===== src/rtl/bb_pkg.sv =====
`timescale 1ns/1ps
package bb_pkg;
    typedef enum logic {
        MODE_SERIAL = 1'b0,
        MODE_PAR    = 1'b1
    } pin_mode_e;
endpackage


===== src/rtl/bb_out_stage.sv =====
`timescale 1ns/1ps
module bb_out_stage
    import bb_pkg::*;
#(
    parameter int W = 8
) (
    input  logic         clk,
    input  logic         rst_n,
    input  logic         par_mode_i,
    input  logic         tick_i,
    input  logic         s_valid_i,
    input  logic [W-1:0] s_data_i,
    output logic         s_ready_o,
    output pin_mode_e    mode_o,
    output logic         armed_o,
    output logic [W-1:0] data_o
);
    typedef struct packed {
        pin_mode_e    mode;
        logic         armed;
        logic [W-1:0] data;
    } st_t;

    st_t  st_d, st_q;
    logic take;

    always_comb begin
        st_d      = st_q;
        s_ready_o = (st_q.mode == MODE_PAR) && tick_i;
        take      = s_ready_o && s_valid_i;
        st_d.mode = par_mode_i ? MODE_PAR : MODE_SERIAL;
        if (take) begin
            st_d.data  = s_data_i;
            st_d.armed = 1'b1;
        end
        if (st_q.mode == MODE_SERIAL) begin
            st_d.armed = 1'b0;
        end
    end

    always_ff @(posedge clk or negedge rst_n) begin
        if (!rst_n) begin
            st_q <= '{mode: MODE_SERIAL, armed: 1'b0, data: '0};
        end else begin
            st_q <= st_d;
        end
    end

    assign mode_o  = st_q.mode;
    assign armed_o = st_q.armed;
    assign data_o  = st_q.data;

    // the held byte only moves after an accepted handshake
    a_r3_change_needs_accept: assert property (@(posedge clk) disable iff (!rst_n)
        (st_q.data != $past(st_q.data)) |->
            $past(st_q.mode == MODE_PAR && tick_i && s_valid_i));

    // a tick with no byte keeps the pins
    a_r5_hold_without_valid: assert property (@(posedge clk) disable iff (!rst_n)
        (tick_i && !s_valid_i) |=> $stable(st_q.data));

    // serial mode freezes the parallel data path
    a_r10_serial_freezes: assert property (@(posedge clk) disable iff (!rst_n)
        (st_q.mode == MODE_SERIAL) |=> $stable(st_q.data));

    // entering parallel mode starts disarmed
    a_r8_disarmed_on_entry: assert property (@(posedge clk) disable iff (!rst_n)
        $rose(st_q.mode == MODE_PAR) |-> !st_q.armed);
endmodule


===== src/rtl/bb_in_sampler.sv =====
`timescale 1ns/1ps
module bb_in_sampler #(
    parameter int W = 8
) (
    input  logic         clk,
    input  logic         rst_n,
    input  logic         en_i,
    input  logic [W-1:0] dir_i,
    input  logic [W-1:0] drv_i,
    input  logic [W-1:0] pin_in_i,
    output logic [W-1:0] sample_o
);
    logic [W-1:0] pick;
    logic [W-1:0] samp_d, samp_q;

    for (genvar i = 0; i < W; i++) begin : g_pick
        assign pick[i] = dir_i[i] ? drv_i[i] : pin_in_i[i];
    end

    always_comb begin
        samp_d = samp_q;
        if (en_i) begin
            samp_d = pick;
        end
    end

    always_ff @(posedge clk or negedge rst_n) begin
        if (!rst_n) begin
            samp_q <= '0;
        end else begin
            samp_q <= samp_d;
        end
    end

    assign sample_o = samp_q;

    // snapshot is held between ticks
    a_r9_hold_between_ticks: assert property (@(posedge clk) disable iff (!rst_n)
        !en_i |=> $stable(samp_q));
endmodule


===== src/rtl/bb_pin_mux.sv =====
`timescale 1ns/1ps
module bb_pin_mux
    import bb_pkg::*;
#(
    parameter int W = 8
) (
    input  pin_mode_e    mode_i,
    input  logic         armed_i,
    input  logic [W-1:0] dir_i,
    input  logic [W-1:0] data_i,
    input  logic [W-1:0] uart_out_i,
    input  logic [W-1:0] uart_oe_i,
    output logic [W-1:0] pin_out_o,
    output logic [W-1:0] pin_oe_o
);
    logic par;
    assign par = (mode_i == MODE_PAR);

    for (genvar i = 0; i < W; i++) begin : g_pin
        assign pin_out_o[i] = par ? data_i[i] : uart_out_i[i];
        assign pin_oe_o[i]  = par ? (armed_i & dir_i[i]) : uart_oe_i[i];
    end
endmodule


===== src/rtl/bitbang_port.sv =====
`timescale 1ns/1ps
module bitbang_port
    import bb_pkg::*;
#(
    parameter int W = 8
) (
    input  logic         clk,
    input  logic         rst_n,
    input  logic         par_mode_i,
    input  logic [W-1:0] dir_mask_i,
    input  logic         tick_i,
    input  logic         s_valid_i,
    input  logic [W-1:0] s_data_i,
    output logic         s_ready_o,
    input  logic [W-1:0] uart_out_i,
    input  logic [W-1:0] uart_oe_i,
    input  logic [W-1:0] pin_in_i,
    output logic [W-1:0] pin_out_o,
    output logic [W-1:0] pin_oe_o,
    output logic [W-1:0] sample_o
);
    pin_mode_e    mode_q;
    logic         armed_q;
    logic [W-1:0] data_q;
    logic         samp_en;

    bb_out_stage #(.W(W)) u_out (
        .clk        (clk),
        .rst_n      (rst_n),
        .par_mode_i (par_mode_i),
        .tick_i     (tick_i),
        .s_valid_i  (s_valid_i),
        .s_data_i   (s_data_i),
        .s_ready_o  (s_ready_o),
        .mode_o     (mode_q),
        .armed_o    (armed_q),
        .data_o     (data_q)
    );

    assign samp_en = (mode_q == MODE_PAR) && tick_i;

    bb_in_sampler #(.W(W)) u_samp (
        .clk      (clk),
        .rst_n    (rst_n),
        .en_i     (samp_en),
        .dir_i    (dir_mask_i),
        .drv_i    (data_q),
        .pin_in_i (pin_in_i),
        .sample_o (sample_o)
    );

    bb_pin_mux #(.W(W)) u_mux (
        .mode_i     (mode_q),
        .armed_i    (armed_q),
        .dir_i      (dir_mask_i),
        .data_i     (data_q),
        .uart_out_i (uart_out_i),
        .uart_oe_i  (uart_oe_i),
        .pin_out_o  (pin_out_o),
        .pin_oe_o   (pin_oe_o)
    );

    // serial mode hands the pins to the UART
    a_r1_serial_follow: assert property (@(posedge clk) disable iff (!rst_n)
        (mode_q == MODE_SERIAL) |-> (pin_out_o == uart_out_i && pin_oe_o == uart_oe_i));

    // parallel mode never drives a pin marked as input
    a_r7_oe_in_mask: assert property (@(posedge clk) disable iff (!rst_n)
        (mode_q == MODE_PAR) |-> ((pin_oe_o & ~dir_mask_i) == '0));
endmodule


===== config.mk =====
export PLATFORM = sky130hd
export DESIGN_NAME = bitbang_port
export DESIGN_NICKNAME = d
export VERILOG_FILES = /design/src/rtl/bb_pkg.sv /design/src/rtl/bb_out_stage.sv /design/src/rtl/bb_in_sampler.sv /design/src/rtl/bb_pin_mux.sv /design/src/rtl/bitbang_port.sv
export SDC_FILE = /design/constraint.sdc
export NUM_CORES = 1
export LEC_CHECK = 0
export ABC_AREA = 1
export BUFFER_PORTS_ARGS = -buffer_cell sky130_fd_sc_hd__buf_2
export CORE_MARGIN = 3
export CORE_UTILIZATION = 44
export DETAILED_ROUTE_END_ITERATION = 16
export PLACE_DENSITY = 0.82
export SETUP_SLACK_MARGIN = 0.02
export SLEW_MARGIN = 25
export SYNTH_ARGS = -nofsm -noshare
export SYNTH_HDL_FRONTEND = slang
export SYNTH_SLANG_ARGS = --single-unit

===== constraint.sdc =====
create_clock -name clk -period 2.1 [get_ports clk]
set_input_delay 0.315 -clock clk [delete_from_list [all_inputs] [get_ports clk]]
set_output_delay 0.315 -clock clk [all_outputs]
set_load 0.005 [all_outputs]

Word level (Yosys, flattened, before mapping):

Cells that the tools add are included.

* input port bits: 45
* bits in registers: 18
* word-level logic and storage cells: 42
* output and inout bits: 25

* reduce and logical (&&, ||, !) cells: 2
* muxes and demuxes: 27
* eq/ne operators: 1
* bitwise operators: 8

Operators by type and width (count)
* two-way mux 1 bit: 26
* two-way mux 9 bit: 1
* bitwise AND 1 bit: 8
* logical AND 1 bit: 2
* inequality test 2 bit, second input constant: 1

Depth between registers and ports, before layout:

* depth in word-level cells: 4
* gate-level depth with buffers: 6

Cells and area by module:

From an unflattened synthesis, not the netlist that was laid out.

* cells, all modules: 171
* area total of the unflattened synthesis: 1151.1 µm²

Modules (own cells, without submodules)
* bb_in_sampler: cells an instance 74, area each 465.4 µm², times used 1
* bb_out_stage: cells an instance 42, area each 426.7 µm², times used 1
* bb_pin_mux: cells an instance 53, area each 251.5 µm², times used 1
* bitbang_port: cells an instance 2, area each 7.5 µm², times used 1

Worst setup path after synthesis:

Ideal clock, no wire load.

* path kind: flip-flop to output port
* start point: register u_out.st_q (netlist bit u_out.mode_o)
* end point: output pin_out_o[0]
* data required time: 1.785 ns
* arrival: 0.833 ns
* setup slack: 0.952 ns
* cell stages (with the launch flop): 4
* cells stage by stage: dfrtp_1 buf_6 buf_2 o21ai_0

* word-level cells in the longest chain between the ends: 1

Ends and longest elaborated chain
* from (decl): RTL line bb_out_stage.sv:24 `st_t st_d, st_q;`
* from (signal assigned): RTL line bb_out_stage.sv:43 `st_q <= '{mode: MODE_SERIAL, armed: 1'b0, data: '0};`
* from (signal assigned): RTL line bb_out_stage.sv:45 `st_q <= st_d;`
* two-way mux 1 bit: RTL line bb_pin_mux.sv:20 `assign pin_out_o[i] = par ? data_i[i] : uart_out_i[i];`
* to (decl): RTL line bitbang_port.sv:18 `output logic [W-1:0] pin_out_o,`

No other way between the ends.

Final worst setup path:

* start point: register u_out.st_q (netlist bit u_out.mode_o)
* end point: output pin_oe_o[1]

* word-level cells in the longest chain between the ends: 1

Ends and longest elaborated chain
* two-way mux 1 bit: RTL line bb_pin_mux.sv:21 `assign pin_oe_o[i] = par ? (armed_i & dir_i[i]) : uart_oe_i[i];`
* to (decl): RTL line bitbang_port.sv:19 `output logic [W-1:0] pin_oe_o,`

No other way between the ends.

==> impl_metrics.env <==
export IMPL_status="finished clean"
export IMPL_num_vias=1182
export IMPL_rsz0062_at_grt="no"
export IMPL_ir_drop_mv=0.376
export IMPL_diodes=0
export IMPL_fin_crit_sh_pct=86.8
export IMPL_synth_seq_area_share_pct=44.2
export IMPL_required_ns=1.78
export IMPL_yosysMostFrequentCell="nand2_1"
export IMPL_clkLatencyLatePin_ns=0.28
export IMPL_h_tree_depth=1
export IMPL_rrSetupSlack_ns=0.96
export IMPL_drive_above_1_share_pct=35.8
export IMPL_crit_arrival_ns=1.51
export IMPL_maxSlewHeadroom_pct=73.6
export IMPL_tightest_slew_ns=0.396
export IMPL_synth_top_cells_by_area="dfrtp_1 (44%), nand2_1 (27%), inv_1 (8.8%), o22ai_1 (4.9%), o21ai_0 (3.9%)"
export IMPL_die_x_um=54.1
export IMPL_rows=16
export IMPL_power_frac_clock_pct=23.9
export IMPL_power_density_nw_per_um2=617
export IMPL_nets=264
export IMPL_drv_slew=0
export IMPL_first_pass_iters=4
export IMPL_grtUsageTotal_pct=19.6
export IMPL_total_leakage_power_nw=0.932
export IMPL_endpoint="pin_oe_o[1]"
export IMPL_drcViolationCount=0
export IMPL_drtAntennaViolNets=0
export IMPL_wl_per_cell_um=11.3
export IMPL_synthFlopType="dfrtp_1"
export IMPL_grt_pass1_wl_mm=4.19
export IMPL_place_gp_congestion=0.762
export IMPL_yosysUniqueCellTypes=11
export IMPL_grt_remaining_overflow=0
export IMPL_coreArea_um2=2080
export IMPL_setup_tns_ns=0
export IMPL_worst_setup_path_end_kind="output pin"
export IMPL_cts_clk_slew_worst_paths_ns=0.10
export IMPL_ys_async_sr_fraction_pct=100
export IMPL_ios=70
export IMPL_p_seq_share_pct=49.8
export IMPL_fin_worst_skew_ns=0.00542
export IMPL_hold_viol=0
export IMPL_synthToLayoutAreaGrowth_pct=38.8
export IMPL_initialDrtViolationCount=7
export IMPL_die_h_um=54.1
export IMPL_hp_class="in -> reg"
export IMPL_r2r_cells=4
export IMPL_finalSetupViolCount=0
export IMPL_post_dp_hpwl_mm=2.25
export IMPL_cts_sinks=18
export IMPL_cts_max_path_buffers=2
export IMPL_cts_root_buf="clkbuf_4"
export IMPL_synthTopCellsByCount="nand2_1 (74), inv_1 (24), dfrtp_1 (18)"
export IMPL_r2r_start="u_out.mode_o"
export IMPL_synth_edff_count=0
export IMPL_power_switching_uw=258
export IMPL_synth_seq_cells=18
export IMPL_switching_share_pct=29.6
export IMPL_total_power_uw=872
export IMPL_startpoint_type="flop"
export IMPL_fmax_mhz=549
export IMPL_syn_inst=148
export IMPL_start_util_pct=48.9
export IMPL_rr_endpoint="u_out.data_o[3]"
export IMPL_die_area_um2=2930
export IMPL_worstSetupStartpoint="u_out.mode_o"
export IMPL_cts_tree="built"
export IMPL_postCtsResizedCells=0
export IMPL_synth_top_area_share_pct=44.2
export IMPL_syn_area_um2=1020
export IMPL_drt_total_wl_mm=2.78
export IMPL_worstSetupPathType="reg -> out"
export IMPL_grt_max_degree=20
export IMPL_comb_power_share_pct=26.2
export IMPL_first_global_vias=1074
export IMPL_yosysWarnings=0
export IMPL_viasPerCell=4.82
export IMPL_period_needed_ns=1.82
export IMPL_yosysTopAreaCell="dfrtp_1"
export IMPL_cts_buffers=3
export IMPL_maxCapViolCount=0
export IMPL_syn_area_per_cell_um2=6.88
export IMPL_worst_path_max_fanout=9
export IMPL_antenna_found_initial=0
export IMPL_holdPathStages=1
export IMPL_io_buffers=69
export IMPL_syn_num_nets=193
export IMPL_p_int_uw=614
layer usage:
layer	vias to the layer above	GRT usage, %	share of wire [%]
met5	-	0	0
met4	0	4.98	0.50
met3	2	2.77	8.6
met2	55	39.9	51
met1	533	20.5	39
li1	592	-	-
sequential cells by signal, summed over array words and instances (netlist names):
register         count
u_out.data_o         8
u_out.mode_o         1
u_samp.sample_o      8
u_out.armed_o        1
worst max-delay path, stage by stage, from the launching register on:
cell and delay (ns):
dfrtp_1 0.56, nand2_1 0.31, o22ai_1 0.21, buf_2 0.15
what timing repair did:
item                                   CTS  global route
hold buffers                             1             0
setup buffers                            0             0
endpoints found under the hold margin   18             0
cell families (layout without fill, tap and decap cells):
group	after synthesis	in the layout	share of synthesized area, %
compound gates	16	16	8.85
buf+inv	30	100	13.1
flops	18	18	44.2
simple gates	84	84	33.8
stage by stage:
stage          utilization (%)  hold slack, ns  instances  worst slack, ns  area, um^2
2_1_floorplan                -          0.0194        148            0.952        1020
3_3_place_gp              65.7           0.259        240            0.657        1370
3_5_place_dp              65.7           0.271        240            0.592        1370
4_1_cts                   67.9           0.125        245            0.271        1410
5_1_grt                   67.9           0.110        245            0.209        1410
6_report                  67.9           0.129        245            0.278        1410
power by group through the flow:
stage                     Combinational, mW  Clock (mW)  Sequential, mW
after floorplan                       0.115           0           0.432
after global placement                0.224           0           0.439
after detailed placement              0.232           0           0.440
after CTS                             0.234       0.215           0.434
after global routing                  0.265       0.229           0.441
final                                 0.228       0.209           0.434
cells in the final DEF (no fill, tap or decap):
master	Yosys	routed
clkbuf_4	0	3
inv_1	24	24
buf_2	3	69
nand3_2	2	2
o21ai_0	8	8
o22ai_1	8	8
inv_4	1	1
nand2_1	74	74
nand2_4	1	1
nand3_1	7	7
dlygate4sd3_1	0	1
clkbuf_8	0	1
dfrtp_1	18	18
buf_4	0	1
worst min path at each step:
stage	end	start	slack (ns)
after floorplan	u_out.armed_o	rst_n	0.02
after global placement	u_out.data_o[2]	rst_n	0.26
after detailed placement	u_out.mode_o	rst_n	0.27
after CTS	u_out.mode_o	par_mode_i	0.12
after global routing	u_out.mode_o	par_mode_i	0.11
final	u_out.mode_o	par_mode_i	0.13
area by class of cell:
class                      count  area [um^2]
multi-input combinational    100          434
clock buffer                   4         36.3
timing repair buffer          71          363
sequential                    18          450
fill                         201          668
tap                           27         33.8
inverter                      25         96.3
Power figures use the tool's default switching activity.
